--- src/rtl/ecc_corr_pkg.sv ---
package ecc_corr_pkg;
    localparam int HALF_W     = 11;
    localparam int WORD_W     = 24;
    localparam int BIT_IDX_W  = 3;
    localparam int BYTE_IDX_W = HALF_W - BIT_IDX_W;
    localparam int CNT_W      = $clog2(WORD_W + 1);

    typedef enum logic [1:0] {
        ECC_CLEAN     = 2'd0,
        ECC_CHECK_BAD = 2'd1,
        ECC_FIXABLE   = 2'd2,
        ECC_FATAL     = 2'd3
    } ecc_status_e;

    typedef struct packed {
        ecc_status_e             status;
        logic [BYTE_IDX_W-1:0]   byte_idx;
        logic [BIT_IDX_W-1:0]    bit_idx;
    } lane_result_t;

    typedef enum logic {
        CTL_IDLE   = 1'b0,
        CTL_REPORT = 1'b1
    } ctl_state_e;
endpackage

--- src/rtl/ecc_popcount.sv ---
module ecc_popcount #(
    parameter int W   = 24,
    localparam int CW = $clog2(W + 1)
) (
    input  logic [W-1:0]  vec,
    output logic [CW-1:0] count
);
    always_comb begin
        count = '0;
        for (int i = 0; i < W; i++) begin
            count = count + CW'(vec[i]);
        end
    end
endmodule

--- src/rtl/ecc_lane_classify.sv ---
module ecc_lane_classify
    import ecc_corr_pkg::*;
(
    input  logic              enable,
    input  logic [WORD_W-1:0] calc_word,
    input  logic [WORD_W-1:0] stored_word,
    output lane_result_t      result
);
    logic [WORD_W-1:0] synd;
    logic [CNT_W-1:0]  ones;
    logic [HALF_W-1:0] calc_fold;
    logic [HALF_W-1:0] stored_fold;
    logic [HALF_W-1:0] low_synd;
    logic              exempt;

    assign synd        = calc_word ^ stored_word;
    assign calc_fold   = calc_word[HALF_W-1:0] ^ calc_word[2*HALF_W-1:HALF_W];
    assign stored_fold = stored_word[HALF_W-1:0] ^ stored_word[2*HALF_W-1:HALF_W];
    assign low_synd    = synd[HALF_W-1:0];
    assign exempt      = !enable || (synd == '0) || (calc_word == '0) || (stored_word == '0);

    ecc_popcount #(.W(WORD_W)) u_pop (
        .vec   (synd),
        .count (ones)
    );

    always_comb begin
        result = '0;
        if (exempt) begin
            result.status = ECC_CLEAN;
        end else if (ones == CNT_W'(1)) begin
            result.status = ECC_CHECK_BAD;
        end else if ((ones == CNT_W'(HALF_W)) && ((calc_fold ^ stored_fold) == '1)) begin
            result.status   = ECC_FIXABLE;
            result.byte_idx = low_synd[HALF_W-1:BIT_IDX_W];
            result.bit_idx  = low_synd[BIT_IDX_W-1:0];
        end else begin
            result.status = ECC_FATAL;
        end
    end
endmodule

--- src/rtl/ecc_syndrome_corrector.sv ---
module ecc_syndrome_corrector
    import ecc_corr_pkg::*;
#(
    parameter int LANES = 2,
    localparam int IN_W = LANES * WORD_W
) (
    input  logic                  clk,
    input  logic                  rst_n,
    input  logic                  start,
    input  logic                  wide_mode,
    input  logic [IN_W-1:0]       calc_code,
    input  logic [IN_W-1:0]       stored_code,
    output logic                  done,
    output logic [1:0]            lane0_status,
    output logic [BYTE_IDX_W-1:0] lane0_byte,
    output logic [BIT_IDX_W-1:0]  lane0_bit,
    output logic [1:0]            lane1_status,
    output logic [BYTE_IDX_W-1:0] lane1_byte,
    output logic [BIT_IDX_W-1:0]  lane1_bit,
    output logic                  sector_bad
);
    ctl_state_e   state_q, state_d;
    lane_result_t res_now [LANES];
    lane_result_t res_q   [LANES];
    logic [LANES-1:0] lane_err;
    logic             bad_q;

    for (genvar g = 0; g < LANES; g++) begin : g_lane
        ecc_lane_classify u_cls (
            .enable      ((g == 0) || wide_mode),
            .calc_word   (calc_code[g*WORD_W +: WORD_W]),
            .stored_word (stored_code[g*WORD_W +: WORD_W]),
            .result      (res_now[g])
        );
        assign lane_err[g] = (res_now[g].status == ECC_CHECK_BAD) ||
                             (res_now[g].status == ECC_FATAL);
    end

    always_comb begin
        state_d = state_q;
        unique case (state_q)
            CTL_IDLE:   state_d = start ? CTL_REPORT : CTL_IDLE;
            CTL_REPORT: state_d = start ? CTL_REPORT : CTL_IDLE;
            default:    state_d = CTL_IDLE;
        endcase
    end

    always_ff @(posedge clk or negedge rst_n) begin
        if (!rst_n) state_q <= CTL_IDLE;
        else        state_q <= state_d;
    end

    always_ff @(posedge clk or negedge rst_n) begin
        if (!rst_n) begin
            for (int i = 0; i < LANES; i++) res_q[i] <= '0;
            bad_q <= 1'b0;
        end else if (start) begin
            for (int i = 0; i < LANES; i++) res_q[i] <= res_now[i];
            bad_q <= |lane_err;
        end
    end

    assign done         = (state_q == CTL_REPORT);
    assign lane0_status = res_q[0].status;
    assign lane0_byte   = res_q[0].byte_idx;
    assign lane0_bit    = res_q[0].bit_idx;
    assign lane1_status = res_q[1].status;
    assign lane1_byte   = res_q[1].byte_idx;
    assign lane1_bit    = res_q[1].bit_idx;
    assign sector_bad   = bad_q;


    done_after_start_chk: assert property (@(posedge clk) disable iff (!rst_n)
        start |=> done);

    done_only_on_start_chk: assert property (@(posedge clk) disable iff (!rst_n)
        !start |=> !done);

    result_hold_chk: assert property (@(posedge clk) disable iff (!rst_n)
        !start |=> ($stable(lane0_status) && $stable(lane0_byte) && $stable(lane1_status) && $stable(sector_bad)));

    narrow_ignore_chk: assert property (@(posedge clk) disable iff (!rst_n)
        (start && !wide_mode) |=> (lane1_status == 2'd0 && lane1_byte == '0 && lane1_bit == '0));

    index_zero_chk: assert property (@(posedge clk) disable iff (!rst_n)
        (lane0_status != 2'd2) |-> (lane0_byte == '0 && lane0_bit == '0));

    bad_flag_chk: assert property (@(posedge clk) disable iff (!rst_n)
        sector_bad == (lane0_status == 2'd1 || lane0_status == 2'd3 ||
                       lane1_status == 2'd1 || lane1_status == 2'd3));
endmodule

--- config.mk ---
export PLATFORM = sky130hd
export DESIGN_NAME = ecc_syndrome_corrector
export DESIGN_NICKNAME = d
export VERILOG_FILES = /design/src/rtl/ecc_corr_pkg.sv /design/src/rtl/ecc_popcount.sv /design/src/rtl/ecc_lane_classify.sv /design/src/rtl/ecc_syndrome_corrector.sv
export SDC_FILE = /design/constraint.sdc
export NUM_CORES = 1
export LEC_CHECK = 0
export ABC_AREA = 1
export BUFFER_PORTS_ARGS = -buffer_cell sky130_fd_sc_hd__buf_2
export CAP_MARGIN = 10
export CORE_MARGIN = 2
export CORE_UTILIZATION = 49
export DETAILED_ROUTE_END_ITERATION = 10
export PLACE_DENSITY_LB_ADDON = 0.05
export SLEW_MARGIN = 20
export SYNTH_ARGS = -nofsm -noshare
export SYNTH_HDL_FRONTEND = slang
export SYNTH_SLANG_ARGS = --single-unit
--- constraint.sdc ---
create_clock -name clk -period 0.8 [get_ports clk]
set_input_delay 0.24 -clock clk [delete_from_list [all_inputs] [get_ports clk]]
set_output_delay 0.24 -clock clk [all_outputs]
set_load 0.01 [all_outputs]
**Word-level counts from Yosys, hierarchy flattened**

Index checks and enable logic that the tools add are counted.
Widths: inputs -> output; s select.

- Register bits after elaboration: 28
- Input port bits: 100
- Output and inout port bits: 28
- Logic and storage cells: 102

- Add/sub/neg operators: 46
- Equality and inequality tests: 10
- Mux-type cells: 13
- Bitwise gates (word level): 8
- Reduce and logical (&&, ||, !) cells: 17

Operators by type and width:

| cell | count |
|---|---|
| $add 5x1->5 | 38 |
| $logic_not 24->1 | 6 |
| $mux 11 | 6 |
| $xor 11x11->11 | 6 |
| $xor 24x24->24 | 2 |
| $eq 11x11->1 const B | 2 |
| $add 4x1->5 | 2 |
| $eq 5x1->1 const B | 2 |
| $eq 5x4->1 const B | 2 |
| $add 3x1->4 | 2 |
| $mux 2 | 4 |
| $logic_or 1x1->1 | 7 |
| $add 2x1->3 | 2 |
| $add 1x1->2 | 2 |
| $eq 2x1->1 const B | 2 |
| $eq 2x2->1 const B | 2 |
| $mux 1 | 3 |
| $logic_and 1x1->1 | 2 |
| $reduce_or 2->1 | 1 |
| $logic_not 1->1 | 1 |

**Logic depth before layout (Yosys ltp)**

Gate-level depths: netlist (run 1).

- Word-level depth: 32
- Mapped depth: 25
- Depth with buffers taken out: 25

**Hierarchy**

From an unflattened synthesis (run 1), not the netlist that was laid out.

- Cell total of the unflattened synthesis: 881
- Area total of the unflattened synthesis: 4999.8 µm²

Modules (own cells, without submodules):

| module | instances | cells each | area an instance (µm²) | seq. area each (µm²) |
|---|---|---|---|---|
| ecc_lane_classify | 2 | 318 | 1371.3 | 0.0 |
| ecc_syndrome_corrector | 1 | 115 | 1063.5 | 700.7 |
| ecc_popcount (g_lane[0].u_cls.u_pop) | 1 | 67 | 604.3 | 0.0 |
| ecc_popcount (g_lane[1].u_cls.u_pop) | 1 | 63 | 589.3 | 0.0 |

**Worst setup path after synthesis (run 1)**

Ideal clock, no wire load.

- Path kind: input -> register
- Start: input calc_code[9]
- End: register, netlist name lane0_byte[5]
- Setup time: 66 ps
- Arrival: 4577 ps
- Slack: -3843 ps
- Cell stages on the path: 23
- Cells stage by stage: inv_1 -> nand2_1 -> nand2_1 -> fa_1 -> inv_1 -> fa_1 -> fa_1 -> fa_1 -> inv_1 -> fa_1 -> ha_1 -> inv_1 -> fa_1 -> inv_1 -> nand2_1 -> nor2_1 -> nand2_1 -> nor2_1 -> nand4_1 -> nor2_1 -> buf_2 -> nand3_1 -> nand2_1

- Cells in the longest elaborated chain, start to end: 21
- Elaborated cells between the ends (all ways): 29

Ends and longest elaborated chain:

| element | RTL line | source |
|---|---|---|
| start, declared | ecc_syndrome_corrector.sv:11 | `input logic [IN_W-1:0] calc_code,` |
| $xor 24x24->24 | ecc_lane_classify.sv:16 | `assign synd = calc_word ^ stored_word;` |
| $add 5x1->5 (15 in series) | ecc_popcount.sv:11 | `count = count + CW'(vec[i]);` |
| $eq 5x4->1 | ecc_lane_classify.sv:33 | `end else if ((ones == CNT_W'(HALF_W)) && ((calc_fold ^ stored_fold) == '1)) begin` |
| $logic_and 1x1->1 | ecc_lane_classify.sv:33 |  |
| $mux 11 | ecc_lane_classify.sv:33 |  |
| $mux 11 | ecc_lane_classify.sv:31 | `end else if (ones == CNT_W'(1)) begin` |
| $mux 11 * | ecc_lane_classify.sv:29 | `if (exempt) begin` |

Mark *: on every way between the ends. The rest lies on a longest branch, timed or not.
A chain may end at the register's enable or synchronous reset.

**Worst setup path after layout (run 1)**

- Start: input calc_code[9]
- End: register, netlist name lane0_byte[3]

- Cells in the longest elaborated chain, start to end: 21
- Elaborated cells between the ends (all ways): 29

Ends and longest elaborated chain:

| element | RTL line |
|---|---|
| $xor 24x24->24 | ecc_lane_classify.sv:16 |
| $add 5x1->5 (15 in series) | ecc_popcount.sv:11 |
| $eq 5x4->1 | ecc_lane_classify.sv:33 |
| $logic_and 1x1->1 | ecc_lane_classify.sv:33 |
| $mux 11 | ecc_lane_classify.sv:33 |
| $mux 11 | ecc_lane_classify.sv:31 |
| $mux 11 * | ecc_lane_classify.sv:29 |

Marks and branches as above.

==> summary.txt, run 1 <==
Total grt overflow = 0
Commonest cells post-synth = nand2_1, inv_1, nor2_1
Most used routing layer = met2
Required time of the critical path = 1020 ps
Clock network power share = 0.045
Syn Area/Cell = 5.84 um2
Largest cells by area after synthesis = nand2_1, dfrtp_1, fa_1, inv_1, nor2_1
CP Buf/Inv Count = 6
GR Util met3 = 0.0429
R2R cell count = 4
DP HPWL = 13000 um
Synthesized cell area = 0.00447 mm2
Via count = 6485
Met1 Track Usage GR = 0.387
CTS buffer count = 3
Post-synth ARST share = 1.00
Die W = 99.5 um
Critical path class = input port to flop
Clock Root Buffer = clkbuf_8
Fin crit share = 5.99
Die Ht = 99.5 um
Switch share = 0.519
Yosys Warn Count = 0
Final net count = 1252
Status = complete, but fails checks
VDD IR-drop max = 0.00256 V
PnR worst setup slack = -3990 ps
Tmin final = 4790 ps
Global-route usage over all layers = 0.372
Rows = 34
CORE AREA = 0.00876 mm2
Crit-path cells = buf_6 > inv_2 > nand2_2 > nand2_4 > fa_1 > inv_1 > fa_1 > fa_1 > fa_1 > inv_1 > fa_1 > ha_2 > inv_2 > fa_2 > nand2_2 > nand2_1 > nor2_2 > nand2_1 > nor2_2 > nand4_1 > nor2_4 > buf_6 > nand3_2 > nand2_1
Finished Layout Cells = 1211
RR Endpoint = lane1_bit[0]
Footprint of the multi-input gates = 0.00370 mm2
First-pass GRT wire length = 29200 um
Antenna violations before repair = 1
Vias in the first global route = 6387
Fmax = 0.209 GHz
CP endpoint kind = flop
Final Hold Fails = 0
Synthesized flop and latch total = 28
Share of layout cells above drive strength 1 = 0.413
Dpl cell area = 0.00647 mm2
Critical path's top delay family = adder cells
M2 GR Usage = 0.718
NetSw = 9.59 mW
RSZ-0062 raised after global routing = true
Overall power = 18.5 mW
Internal power = 8.90 mW
Critical Path Max Stage Delay = 530 ps
Slew Viols, Final = 0
Synth top area share = 0.284
Slowest cell on the critical path = fa_1
Gate Count Post-Synth = 766
# port buffers = 127
Initial DRC Count = 346
Failing checks = negative setup slack
CTS Buffer Depth = 2
Leak = 4.58 nW
Combinational power share = 0.873
I/O pins = 128
Vias per cell = 5.36
Max-Cap Viols = 0
Final core utilization = 0.880
Initial core utilization = 0.510
Gp weighted congestion = 0.970
Worst Setup EP = lane0_byte[3]
CTS clk-pin slew, worst paths = 100 ps
Largest net degree at the start of global routing = 29
Synth Flop Type = dfrtp_1
Critical-path maximum fanout = 6
Worst r2r src = lane1_bit[0]
Worst path arrival time = 5020 ps
WP depth = 24
PwrDens = 2400 mW/mm2
Post-synth EDFFs = 0
Max-slew headroom = 0.756
DRT antenna net count = 0
Full die area = 0.00990 mm2
Clk sinks = 28
Critical path's most frequent cell = fa_1
Reg2reg setup slack = -140 ps
DP Cell Count = 1134
Fillers = 473
Area growth from synthesis to layout = 72.5%
Flop pwr share = 0.082
Hold WC Path Type = input port to flop
DRC = 0
Setup violators final = 55
Cell variety after synth = 28
Crit path from = calc_code[9]
Hold WS = 254 ps
TritonRoute pass-1 iters = 6
Wirelength per Cell = 16.8 um
Final instance area = 0.00771 mm2
Startpoint types = input port
Count leader, synth = nand2_1
Sequential area share after synthesis = 0.157
Synth area leader = nand2_1
Slew @ Worst Pin = 362 ps
Syn Nets = 914
H-tree depth = 1
CTS tree = done
Register Area = 701 um2
Clock Latency Late Sink = 280 ps
Detailed Route WL = 20300 um
Fin Clk Skew = 0 ps
cell families after synthesis:
family	share of synthesized area
xor gates and xnor gates	0.0605
buffers and inverters	0.132
DFF	0.157
and+or+nand+nor	0.443
adders and majority gates	0.191
AOI/OAI and AO/OA	0.0171
placed cells by master, fill, tap and decap left out, types with 8 or more instances in the layout:
master   synthesis  final
buf_2            5     92
dfrtp_1         28     28
buf_4            1    209
inv_2            0     17
inv_1          139    115
fa_1            34     33
nand3_2          1     21
nor2_1          84     78
ha_1            14     12
nand2_4          0     11
buf_6            2     32
xnor2_4          0      9
nand2_1        338    302
nand2_2          0     25
xor2_1          11     11
nand3_1         59     36
xnor2_1         18      8
area by class of cell:
| cell class | instances | area share |
|---|---|---|
| flip-flops and latches | 28 | 0.0909 |
| inverters | 140 | 0.0732 |
| clock buffers | 3 | 0.00535 |
| diodes | 1 | 0.000324 |
| repair buffers | 343 | 0.333 |
| multi-input cells | 588 | 0.480 |
| well taps | 108 | 0.0175 |
what timing repair did:
item	4_1_cts	5_1_grt
hold buffers	1	0
pin swaps	39	26
setup endpoints to repair	55	55
setup buffers	56	21
gates resized for setup	92	68
gates cloned	1	1
hold endpoints to repair	28	0
per-layer routing:
metal  vias up  part of all wire
met5         -                 0
met4         0             0.094
met3       164             0.069
met2       449              0.51
met1      2923              0.33
li1       2949                 -
stage by stage:
step                TNS [ps]  worst slack (ps)
floorplan             -98610             -3790
finish               -110920             -3990
global route         -115790             -4090
global placement     -108110             -4090
detailed placement   -110190             -4200
CTS                  -104160             -3670
worst min-delay path by stage:
stage                      from            end  slack [ps]  cells after the start
after floorplan           rst_n           done         -60                      0
after global placement    rst_n  lane1_byte[5]         190                      2
after detailed placement  rst_n  lane1_byte[0]         200                      2
after CTS                 start           done         260                      2
after global routing      start           done         250                      2
final                     start           done         250                      2
power groups by stage:
stage	Sequential (mW)	Clock, mW	Combinational (mW)
3_5_place_dp	1.54	0	12.7
4_1_cts	1.52	0.766	13.7
6_report	1.52	0.834	16.1
3_3_place_gp	1.54	0	12.1
5_1_grt	1.53	0.870	17.5
2_1_floorplan	1.57	0	8.39
state kept, by name, summed over array words and instances, names as in the netlist:
signal        cells
lane0_status      2
sector_bad        1
lane1_status      2
lane0_bit         3
lane0_byte        8
lane1_bit         3
done              1
lane1_byte        8
worst register-to-register path, stage by stage, from the launching register on:
cell,delay (ps)
dfrtp_1,410
buf_4,140
buf_4,120
nand2_1,80
nand2_1,80
Power figures use the tool's default switching activity.
==> inputs of run 2 (changes only) <==
--- a/config.mk
+++ b/config.mk
@@ -9,10 +9,12 @@
 export BUFFER_PORTS_ARGS = -buffer_cell sky130_fd_sc_hd__buf_2
 export CAP_MARGIN = 10
 export CORE_MARGIN = 2
-export CORE_UTILIZATION = 49
+export CORE_UTILIZATION = 50
 export DETAILED_ROUTE_END_ITERATION = 10
 export PLACE_DENSITY_LB_ADDON = 0.05
+export RECOVER_POWER = 100
 export SLEW_MARGIN = 20
 export SYNTH_ARGS = -nofsm -noshare
 export SYNTH_HDL_FRONTEND = slang
+export SYNTH_HIERARCHICAL = 1
 export SYNTH_SLANG_ARGS = --single-unit
==> run 2 against run 1 <==
The run still ends with negative setup slack left. Total power fell by 17%. Non-clock buffer count fell by 30. Critical path depth fell by 1. Combinational power fell by 20%. Register-to-register slack improved by 40 ps. Via count fell by 6.7%. Area after synthesis rose by 12%. Final cell count rose by 9.3%. Clock power rose by 31%. Sequential share of layout area rose by 0.30 points. Critical path type unchanged. Largest power group unchanged.
==> summary.txt, run 2 <==
Cell variety after synth = 27
Overall power = 15.4 mW
Combinational power share = 0.831
PwrDens = 2060 mW/mm2
Detailed Route WL = 15500 um
PnR worst setup slack = -4510 ps
Yosys Warn Count = 6
DP Cell Count = 1288
Share of layout cells above drive strength 1 = 0.336
Full die area = 0.0108 mm2
Hold WC Path Type = input port to flop
Fmax = 0.188 GHz
# port buffers = 127
NetSw = 7.36 mW
Die W = 104 um
Synth Flop Type = dfrtp_1
DRT antenna net count = 0
Failing checks = negative setup slack
Fillers = 799
Final Hold Fails = 0
Switch share = 0.478
Fin Clk Skew = 0 ps
Critical path class = input port to flop
Startpoint types = input port
M2 GR Usage = 0.475
Clock network power share = 0.071
Initial DRC Count = 334
Flop pwr share = 0.099
Finished Layout Cells = 1324
Clock Latency Late Sink = 270 ps
Critical path's top delay family = adder cells
Vias in the first global route = 5742
Die Ht = 104 um
CTS clk-pin slew, worst paths = 90 ps
RSZ-0062 raised after global routing = true
Largest net degree at the start of global routing = 29
Most used routing layer = met2
Dpl ws = -4810 ps
VDD IR-drop max = 0.00228 V
Most common cell after layout, fill and taps aside = nand2_1
Critical path's most frequent cell = fa_1
Critical-path maximum fanout = 6
DRC = 0
Initial core utilization = 0.514
CTS Buffer Depth = 2
Sequential area share after synthesis = 0.140
Synthesized cell area = 0.00500 mm2
Tmin final = 5310 ps
Setup violators final = 55
Clock Root Buffer = clkbuf_8
Wirelength per Cell = 11.7 um
I/O pins = 128
Commonest cells post-synth = nand2_1, inv_1, nor2_1
GR Util met3 = 0.0201
CP Buf/Inv Count = 3
Met1 Track Usage GR = 0.398
Setup tns final = -123860 ps
Critical Path Max Stage Delay = 530 ps
Synthesized flop and latch total = 28
TritonRoute pass-1 iters = 4
Max-Cap Viols = 0
Fin crit share = 6.64
Gate Count Post-Synth = 881
Synth area leader = nand2_1
Largest cells by area after synthesis = nand2_1, dfrtp_1, fa_1, inv_1, nor2_1
Rows = 36
Register Area = 701 um2
Slowest cell on the critical path = fa_1
Required time of the critical path = 1020 ps
CTS tree = done
Commonest cells after routing, fill and taps aside = nand2_1, buf_4, inv_1
Area growth from synthesis to layout = 49.4%
Total grt overflow = 0
Global-route usage over all layers = 0.283
Count leader, synth = nand2_1
Internal power = 8.04 mW
Vias per cell = 4.57
Footprint of the multi-input gates = 0.00364 mm2
Post-synth EDFFs = 0
Crit-path cells = buf_8 > xor2_4 > fa_1 > inv_1 > fa_1 > fa_1 > fa_1 > fa_1 > fa_1 > inv_2 > ha_4 > fa_2 > a21oi_2 > o21bai_1 > nor2_1 > nand3_1 > nor2_2 > nand4_1 > nor2_4 > nand2_4 > nor3_2 > nand2_1 > nand2_1
Syn Nets = 1029
Status = complete, but fails checks
Final net count = 1340
Slew Viols, Final = 0
Ant diodes = 0
Antenna violations before repair = 0
Via count = 6050
Post-synth ARST share = 1.00
DP HPWL = 12500 um
Leak = 4.79 nW
CP endpoint kind = flop
CORE AREA = 0.00973 mm2
Clk sinks = 28
H-tree depth = 1
CTS buffer count = 3
Syn Area/Cell = 5.68 um2
Gp weighted congestion = 0.908
First-pass GRT wire length = 25400 um
Worst path arrival time = 5520 ps
Synth top area share = 0.279
[run 2: changes by cell type in the layout (fill, tap and decap cells not counted), sizes merged, moves of 16 or more]
| cell | delta |
|---|---|
| buf | -31 |
| inv | +60 |
| nand2 | +44 |
| nand3 | -30 |
| nor2 | +36 |
| nor3 | +16 |
[run 2: kinds of logic after synthesis]
| family | share of synthesized area |
|---|---|
| simple gates | 0.472 |
| buf+inv | 0.171 |
| fa+ha+maj | 0.171 |
| flops | 0.140 |
| xor+xnor | 0.0280 |
| compound gates | 0.0160 |
| other cells | 0.000750 |
[run 2: power by group through the flow]
| stage | logic (mW) | registers (mW) | clock network (mW) |
|---|---|---|---|
| after floorplan | 8.42 | 1.57 | 0 |
| final | 12.8 | 1.52 | 1.09 |
| after detailed placement | 11.9 | 1.54 | 0 |
| after CTS | 12.4 | 1.51 | 1.10 |
| after global placement | 11.6 | 1.53 | 0 |
| after global routing | 14.3 | 1.53 | 1.17 |
[run 2: final timing paths]
check | slack (ps) | from | cells after the start | to
hold / removal | 290 | start | 1 | done
setup / recovery | -4510 | calc_code[24] | 23 | lane1_byte[1]
hold reg to reg | 480 | lane1_byte[2] | 2 | lane1_byte[2]
setup reg to reg | -100 | sector_bad | 4 | sector_bad
max in group asynchronous | 80 | rst_n | 3 | lane0_byte[5]
min in group asynchronous | 520 | rst_n | 3 | lane1_byte[0]
[run 2: routing by layer]
layer,part of all wire,vias to the layer above
met1,0.46,2697
met5,0,-
met3,0.043,31
li1,-,3159
met2,0.47,163
met4,0.024,0
[run 2: cell type report]
type / count / share of cell area
multi-input cells: 644 / 0.487
flip-flops and latches: 28 / 0.0938
well taps: 133 / 0.0223
clock inverters: 1 / 0.00402
repair buffers: 313 / 0.285
inverters: 202 / 0.102
clock buffers: 3 / 0.00553
[run 2: worst reg2reg max path: cells and delay by family (launching register included)]
| kind | cells | cell delay, ps |
|---|---|---|
| DFF | 1 | 390 |
| buffers and inverters | 2 | 250 |
| and+or+nand+nor | 2 | 160 |
[run 2: through the flow]
step	hold slack [ps]	cell area [um2]	utilization
after CTS	177	7290	0.749
after detailed placement	199	7000	0.719
after global routing	288	7470	0.768
after global placement	195	7000	0.719
final	288	7470	0.768
after floorplan	-55.6	5070	-
[run 2: what timing repair did]
action                                  in CTS  in global routing
endpoints found under the hold margin       28                  0
cloned                                       2                  0
setup buffers                               15                 15
endpoints found under the setup margin      55                 55
gates resized for setup                     26                 18
pin swaps                                   17                 17
hold buffers                                 1                  0
==> inputs of run 3 (changes only) <==
--- a/config.mk
+++ b/config.mk
@@ -8,7 +8,6 @@
 export ABC_AREA = 1
 export BUFFER_PORTS_ARGS = -buffer_cell sky130_fd_sc_hd__buf_2
 export CAP_MARGIN = 10
-export CORE_MARGIN = 2
 export CORE_UTILIZATION = 50
 export DETAILED_ROUTE_END_ITERATION = 10
 export PLACE_DENSITY_LB_ADDON = 0.05
==> run 3 against run 2 <==
The flow still finishes with violations (negative setup slack). Count of clock-buffer cells in the layout unchanged. Critical path type unchanged. Setup slack improved by 39 ps. Sequential power hardly changed. Register-to-register slack lost 40 ps. Highest routed layer is now met5. Final cell count up 0.38%. Clock power down 30%.
==> summary.txt, run 3 (same netlist as run 2, synthesis figures left out) <==
# port buffers = 127
CTS clk-pin slew, worst paths = 90 ps
R2R cell count = 4
Clock Latency Late Sink = 270 ps
Share of layout cells above drive strength 1 = 0.337
Status = complete, but fails checks
Flop pwr share = 0.100
Final net count = 1346
Vias per cell = 4.61
Worst Min Path Start = start
Clk sinks = 28
Antenna violations before repair = 1
Finished Layout Cells = 1329
Combinational power share = 0.850
RSZ-0062 raised after global routing = true
PnR worst setup slack = -4470 ps
Max-Cap Viols = 0
Setup violators final = 55
Met1 WL = 7140 um
CORE AREA = 0.00973 mm2
Vias in the first global route = 5368
CP endpoint kind = flop
Met2 Wirelength = 7860 um
Largest net degree at the start of global routing = 29
Tmin final = 5270 ps
NetSw = 7.50 mW
Overall power = 15.3 mW
DRC = 0
Initial DRC Count = 238
Met3 Routed Length = 767 um
Required time of the critical path = 1010 ps
VDD IR-drop max = 0.00184 V
TritonRoute pass-1 iters = 5
Gp weighted congestion = 0.973
Initial core utilization = 0.514
Reg2reg setup slack = -140 ps
Global-route usage over all layers = 0.296
Ant diodes = 0
H-tree depth = 1
Most common cell after layout, fill and taps aside = nand2_1
Fin Clk Skew = 0 ps
Rows = 36
Hold path endpoint = done
Via count = 6123
Max layer used = met5
Full die area = 0.0104 mm2
Hold WC Path Type = input port to flop
Total grt overflow = 0
Clock Root Buffer = clkbuf_8
First-pass GRT wire length = 24200 um
DP HPWL = 12500 um
Startpoint types = input port
Critical path class = input port to flop
Critical-path maximum fanout = 6
Fmax = 0.190 GHz
Fillers = 786
Worst r2r src = lane1_byte[6]
Worst path arrival time = 5480 ps
CTS tree = done
Area growth from synthesis to layout = 51.0%
Commonest cells after routing, fill and taps aside = nand2_1, buf_4, inv_1
DP Cell Count = 1295
Fin crit share = 6.59
Final Hold Fails = 0
CTS Buffer Depth = 2
CTS buffer count = 3
Clock network power share = 0.050
Internal power = 7.75 mW
Slew Viols, Final = 0
Crit path from = calc_code[24]
Detailed Route WL = 16000 um
Worst Hold Depth = 1
Switch share = 0.492
RR Endpoint = lane1_byte[6]
Die Ht = 102 um
Failing checks = negative setup slack
Die W = 102 um
I/O pins = 128
DRT antenna net count = 0
Wirelength per Cell = 12.1 um
PwrDens = 2020 mW/mm2
Leak = 4.81 nW
run 3: per-stage QoR:
stage           util  instance area, um2  hold slack, ps  worst slack, ps  TNS (ps)
5_1_grt        0.776                7550             204            -4670   -130270
2_1_floorplan      -                5070           -55.6            -4270   -113360
6_report       0.776                7550             203            -4470   -124400
4_1_cts        0.749                7290             202            -4360   -122420
3_3_place_gp   0.724                7050             198            -4640   -123370
3_5_place_dp   0.724                7050             196            -4780   -126670
run 3: power by group through the flow:
stage,Sequential (mW),Combinational [mW],Clock [mW]
2_1_floorplan,1.57,8.42,0
3_3_place_gp,1.54,11.5,0
3_5_place_dp,1.54,11.9,0
4_1_cts,1.51,12.4,0.753
5_1_grt,1.54,14.4,0.818
6_report,1.53,13.0,0.762
run 3: worst max path at each step:
stage / depth (start not counted) / to / slack (ps)
detailed placement: 23 / lane1_byte[1] / -4780
global placement: 23 / lane1_byte[1] / -4640
CTS: 23 / lane0_bit[0] / -4360
finish: 23 / lane1_byte[6] / -4470
floorplan: 23 / lane1_byte[2] / -4270
global route: 23 / lane1_bit[1] / -4670
run 3: layout make-up:
class	count	area (um2)	area share
Multi-Input combinational cell	644	3660	0.485
Inverter	202	763	0.101
Timing Repair Buffer	319	2220	0.294
Sequential cell	28	701	0.0928
Clock buffer	3	41.3	0.00547
Tap cell	133	166	0.0220
run 3: per-layer routing:
layer,GRT usage,vias up
li1,-,3177
met3,0.0137,25
met2,0.520,173
met5,0,-
met4,0.0505,2
met1,0.408,2746
run 3: what timing repair did:
action / in CTS / in global routing
setup endpoints to repair: 55 / 55
resized for setup: 23 / 26
hold buffers: 1 / 0
pin swaps: 12 / 13
hold endpoints to repair: 28 / 0
buffers inserted: 13 / 15
cloned: 2 / 0
run 3: critical path, cell delays in order:
cell,delay (ps)
buf_8,110
xor2_4,180
fa_1,530
inv_1,50
fa_1,500
fa_1,430
fa_1,510
fa_1,430
fa_1,510
inv_2,50
ha_4,160
fa_2,370
a21oi_2,150
o21bai_1,70
nor2_1,140
nand3_1,80
nor2_1,110
nand4_1,150
nor2_4,190
nand2_4,140
nor3_2,210
nand2_1,100
nand2_1,90
